==> config.mk <==
export PLATFORM = sky130hd
export DESIGN_NAME = char_wait_watchdog
export DESIGN_NICKNAME = d
export VERILOG_FILES = /design/src/rtl/char_wait_watchdog.sv
export SDC_FILE = /design/constraint.sdc
export NUM_CORES = 1
export LEC_CHECK = 0
export ABC_AREA = 1
export BUFFER_PORTS_ARGS = -buffer_cell sky130_fd_sc_hd__buf_2
export CAP_MARGIN = 10
export CORE_MARGIN = 1.5
export CORE_UTILIZATION = 55
export CTS_CLUSTER_SIZE = 40
export DETAILED_ROUTE_END_ITERATION = 6
export MAX_ROUTING_LAYER = met4
export PLACE_DENSITY = 0.75
export SLEW_MARGIN = 20
export SYNTH_ARGS = -nofsm -noshare
export SYNTH_HDL_FRONTEND = slang
export SYNTH_SLANG_ARGS = --single-unit
==> constraint.sdc <==
create_clock -name clk -period 2 [get_ports clk]
set_input_delay 0.4 -clock clk [delete_from_list [all_inputs] [get_ports clk]]
set_output_delay 0.4 -clock clk [all_outputs]
set_load 0.05 [all_outputs]
==> src/rtl/char_wait_watchdog.sv <==
module char_wait_watchdog #(
  parameter int LIMIT_W      = 8,
  parameter int ETU_PER_UNIT = 960,
  parameter int D_HIGH       = 8
) (
  input  logic               clk,
  input  logic               rst_n,
  input  logic               etu_tick,
  input  logic               char_rx,
  input  logic               enable,
  input  logic [LIMIT_W-1:0] wait_limit,
  input  logic               rate_sel,
  input  logic               flag_rd,
  input  logic               irq_mask,
  output logic               wt_flag,
  output logic               wt_irq
);

  localparam int UNIT_HI = ETU_PER_UNIT * D_HIGH;
  localparam int PRE_W   = $clog2(UNIT_HI);

  logic [PRE_W-1:0]   pre_cnt;
  logic [LIMIT_W-1:0] unit_cnt;
  logic               armed;

  wire [PRE_W-1:0] pre_max  = rate_sel ? PRE_W'(UNIT_HI - 1) : PRE_W'(ETU_PER_UNIT - 1);
  wire             counting = enable & armed & etu_tick & ~char_rx;
  wire             unit_end = counting & (pre_cnt >= pre_max);
  wire             expire   = unit_end & (unit_cnt == wait_limit);

  always_ff @(posedge clk or negedge rst_n) begin
    if (!rst_n) begin
      pre_cnt  <= '0;
      unit_cnt <= '0;
      armed    <= 1'b1;
    end else if (char_rx || !enable) begin
      pre_cnt  <= '0;
      unit_cnt <= '0;
      armed    <= 1'b1;
    end else if (expire) begin
      pre_cnt  <= '0;
      unit_cnt <= '0;
      armed    <= 1'b0;
    end else if (unit_end) begin
      pre_cnt  <= '0;
      unit_cnt <= unit_cnt + 1'b1;
    end else if (counting) begin
      pre_cnt  <= pre_cnt + 1'b1;
    end
  end

  always_ff @(posedge clk or negedge rst_n) begin
    if (!rst_n)       wt_flag <= 1'b0;
    else if (expire)  wt_flag <= 1'b1;
    else if (flag_rd) wt_flag <= 1'b0;
  end

  assign wt_irq = wt_flag & ~irq_mask;

  assert_restart_R4: assert property (@(posedge clk) disable iff (!rst_n)
    char_rx |=> (pre_cnt == '0 && unit_cnt == '0 && armed));

  assert_disabled_idle_R5: assert property (@(posedge clk) disable iff (!rst_n)
    !enable |=> (pre_cnt == '0 && unit_cnt == '0 && !expire));

  assert_single_event_R6: assert property (@(posedge clk) disable iff (!rst_n)
    expire |=> (!armed && wt_flag));

  assert_flag_sticky_R7: assert property (@(posedge clk) disable iff (!rst_n)
    (wt_flag && !flag_rd) |=> wt_flag);

  assert_read_clears_R7: assert property (@(posedge clk) disable iff (!rst_n)
    (flag_rd && !expire) |=> !wt_flag);

  assert_irq_needs_flag_R8: assert property (@(posedge clk) disable iff (!rst_n)
    wt_irq |-> wt_flag);

  assert_idle_no_advance_R10: assert property (@(posedge clk) disable iff (!rst_n)
    (!etu_tick && enable && !char_rx) |=> ($stable(pre_cnt) && $stable(unit_cnt)));

endmodule

==> results list <==
* Outcome: finished clean
* Hold-fix buffer count after cts: 0
- Power per cell area: slightly above 400 nW/um2
- CTS Root Cell: sky130_fd_sc_hd__clkbuf_4
- Counting flops with an async set or reset pin after synthesis yields a share of 1.00.
- Clock Sinks: 23
* Kind of end point of the critical path: register
* All-Layer GR Usage: 0.233
- The number of pins exceeding their max-slew limit in the final report was 0.
- Final period utilization: 0.906
* Achievable frequency: around 0.55 GHz
- Count leader, synth: sky130_fd_sc_hd__nand2_1
- The via count of the first global-routing pass was 1389.
- Delay of the slowest cell on the worst path: between 400 and 500 ps
* First-pass GRT wire length: ~6 mm
* Remaining global-route overflow: 0
- Avg Inst Size Synth: around 7.4 um2
- In this run the critical register-to-register path is launched from pre_cnt[12].
* Cell type with the largest total area after synthesis: sky130_fd_sc_hd__dfrtp_1
- Detail Route Antenna Nets: 0
* Vias/cell: between 5 and 6
* Filler Cells Inserted: ~290
* Data required time at the worst endpoint: 2270 ps
- Adding up every negative setup slack in the final design gives 0 ps.
- Counting cells, the worst reg-to-reg path comes to 8.
* Peak supply drop: roughly 230 uV
- Area of the multi-input gates: 997 um2
- The commonest cells after synthesis are sky130_fd_sc_hd__nand2_1, sky130_fd_sc_hd__inv_1, sky130_fd_sc_hd__nand4_1, sky130_fd_sc_hd__dfrtp_1.
* Post-synthesis register bit count: 23
* Max-slew headroom at the worst pin: 0.645
- The Yosys step of the flow raised 0 warnings.
- Diodes inserted: 0
- I/O pins: 18
- Summing every instance area after synthesis gives around 1700 um2.
- Yosys top cell area share: 0.322
- Number of setup violations in the final report: 0
- Clock-pin slew was measured on the worst setup and hold paths at around 140 ps.
* Routed vias: 1534
* Area delta synth->final: 9.52%
- In the final routed layout, each cell accounts on average for about 12 um.
- Standard-cell row count: 20
* Number of buffers on the longest clock path: 2
* Post-Route Skew: 9.64 ps
- Core area: roughly 3000 um2
- Most used DFF post-synth: sky130_fd_sc_hd__dfrtp_1
* Main area contributors after synthesis: sky130_fd_sc_hd__dfrtp_1, sky130_fd_sc_hd__nand2_1, sky130_fd_sc_hd__nand4_1, sky130_fd_sc_hd__inv_1, sky130_fd_sc_hd__xor2_1
- Hold WS: 36.9 ps
- The slowest stage of the critical path belongs to the cell sky130_fd_sc_hd__dfrtp_1.
- The critical path is of the reg -> reg type.
- The share of the Yosys chip area taken by registers is 0.338.
* Kind of path behind the tightest hold check: in -> async
- Iteration-0 DRC count of the detailed router: about 110
- Initial antenna violation count: 0
- Number of enable-type register cells in the synthesized netlist: 0
* Critical path's top delay family: simple AND/OR/NAND/NOR gates
* Largest driver fanout on the critical path: 10
* Nets@finish: 274
- The final layout contains routed wiring with a total length of roughly 3.5 mm.
- Endpoint arrival time on the critical path: between 2000 and 2500 ps
- The die covers roughly 3400 um2.
- Entering global routing, the biggest net connects 31 pins.
- TritonCTS Buffers: 3
- Type of element launching the critical path: register
- Number of buffers added on ports: 17
* Number of design rule violations left after detail routing: 0
- Counting every net in the synthesized netlist gives 254.
- Pre-Repair DR Iteration Count: 4
* Height of the die: just under 60 um
* Final-report hold violation count: 0
* Gate count after technology mapping: 231
* Die W: around 59 um
- The endpoint identified for the worst register-to-register timing path is unit_cnt[7].
- Half-perimeter wire length of the detailed placement result: 2.70 mm
- Flop2flop setup slack: ~190 ps
- Setup Fix Bufs, Post-CTS: 0
* Effective utilization at floorplan: 0.569
* Share of cells above drive strength 1: 0.176
- CTS built an H-tree with a depth of 1.
* Final estimated routing congestion in global placement: approximately 0.93
- TritonCTS clock tree: yes
- Walking the worst path, the cells encountered are ha_1, a21oi_1, nand3_2, nor2_4, nor2_8, nor2_4, nand2_1, nand2_1.
- Max-capacitance violation count: 0
- Post-layout minimum cycle time: between 1500 and 2000 ps
* Crit path buf inv count: 0
- At the later pin of the worst-skew pair, clock insertion delay measures 320 ps.
* Static leakage: 1.04 nW
- At the pin with the least slew margin, the transition time is between 500 and 600 ps.
- Setup repair after global routing left no endpoint under its margin.
- Registers take between 500 and 600 um2.
- Cell variety after synth: 27
## cells in the final DEF, fill, tap and decap left out, types with 3 or more instances in the layout
| cell type | Yosys | layout |
|---|---|---|
| sky130_fd_sc_hd__nand2_1 | 65 | 65 |
| sky130_fd_sc_hd__inv_1 | 28 | 28 |
| sky130_fd_sc_hd__nand4_1 | 23 | 23 |
| sky130_fd_sc_hd__dfrtp_1 | 22 | 22 |
| sky130_fd_sc_hd__nand3_1 | 17 | 17 |
| sky130_fd_sc_hd__buf_2 | 3 | 17 |
| sky130_fd_sc_hd__nor2_1 | 17 | 16 |
| sky130_fd_sc_hd__xor2_1 | 12 | 12 |
| sky130_fd_sc_hd__ha_1 | 7 | 7 |
| sky130_fd_sc_hd__xnor2_1 | 6 | 6 |
| sky130_fd_sc_hd__nand3_2 | 5 | 5 |
| sky130_fd_sc_hd__buf_4 | 0 | 5 |
| sky130_fd_sc_hd__nor2_2 | 2 | 3 |
| sky130_fd_sc_hd__nor2_4 | 3 | 3 |
| sky130_fd_sc_hd__o21ai_0 | 3 | 3 |
| sky130_fd_sc_hd__clkbuf_4 | 0 | 3 |
## stage by stage
step | utilization | instance area, um2 | total power, mW | instances | worst slack, ps
6_report | 0.623 | 1870 | 0.762 | 283 | 188
3_3_place_gp | 0.613 | 1840 | 0.548 | 279 | 95.4
3_5_place_dp | 0.613 | 1840 | 0.550 | 279 | 47.9
5_1_grt | 0.623 | 1870 | 0.801 | 283 | 49.6
4_1_cts | 0.622 | 1870 | 0.762 | 283 | 169
2_1_floorplan | - | 1710 | 0.515 | 231 | 225
## how the worst max path moves through the flow
stage	from	to	slack [ps]	cells after the start
2_1_floorplan	wt_flag	wt_irq	230	2
3_3_place_gp	rate_sel	unit_cnt[5]	100	12
3_5_place_dp	rate_sel	unit_cnt[7]	50	12
4_1_cts	pre_cnt[12]	unit_cnt[7]	170	10
5_1_grt	pre_cnt[12]	unit_cnt[0]	50	8
6_report	pre_cnt[12]	unit_cnt[7]	190	8
## final cells by class
cell class | count | share of cell area
clock buffers | 3 | 0.0120
multi-input cells | 173 | 0.533
clock inverters | 1 | 0.00268
well taps | 33 | 0.0221
repair buffers | 22 | 0.0656
flip-flops and latches | 23 | 0.308
inverters | 28 | 0.0562
## repair_timing
item	CTS	global route
hold endpoints to repair	0	0
endpoints found under the setup margin	0	1
gates resized for setup	0	1
## worst reg2reg max path, delay by kind of cell (launching register included)
| family | cells | cell delay, ps |
|---|---|---|
| adders and majority gates | 1 | 330 |
| AOI/OAI and AO/OA | 1 | 200 |
| and+or+nand+nor | 6 | 780 |
| DFF | 1 | 460 |
## power by group
group | switching [mW] | total, mW | leakage, nW | internal, mW
Clock | 0.147 | 0.221 | 0.0177 | 0.0748
Sequential | 0.00116 | 0.467 | 0.318 | 0.466
Combinational | 0.0479 | 0.0736 | 0.706 | 0.0257
## layer usage
| metal | wire length (um) | vias to the layer above | global-route usage |
|---|---|---|---|
| li1 | - | 793 | - |
| met4 | 38 | 0 | 0.0812 |
| met3 | 58 | 4 | 0.0198 |
| met5 | 0 | - | - |
| met1 | 1730 | 719 | 0.322 |
| met2 | 1660 | 18 | 0.360 |
## registers in the layout, summed over array words and instances (netlist names)
name	count
wt_flag	1
armed	1
unit_cnt	8
pre_cnt	13
## kinds of logic (layout without fill, tap and decap cells)
family                   after synthesis  in the layout  share of synthesized area
AND/OR/NAND/NOR                      138            138                      0.403
buffers and inverters                 35             54                     0.0798
flip-flops                            23             23                      0.338
XOR/XNOR                              18             18                     0.0923
AO/OA/AOI/OAI                         10             10                     0.0359
adder cells (fa/ha/maj)                7              7                     0.0513
Note: power is estimated with default switching activity, not from simulation.
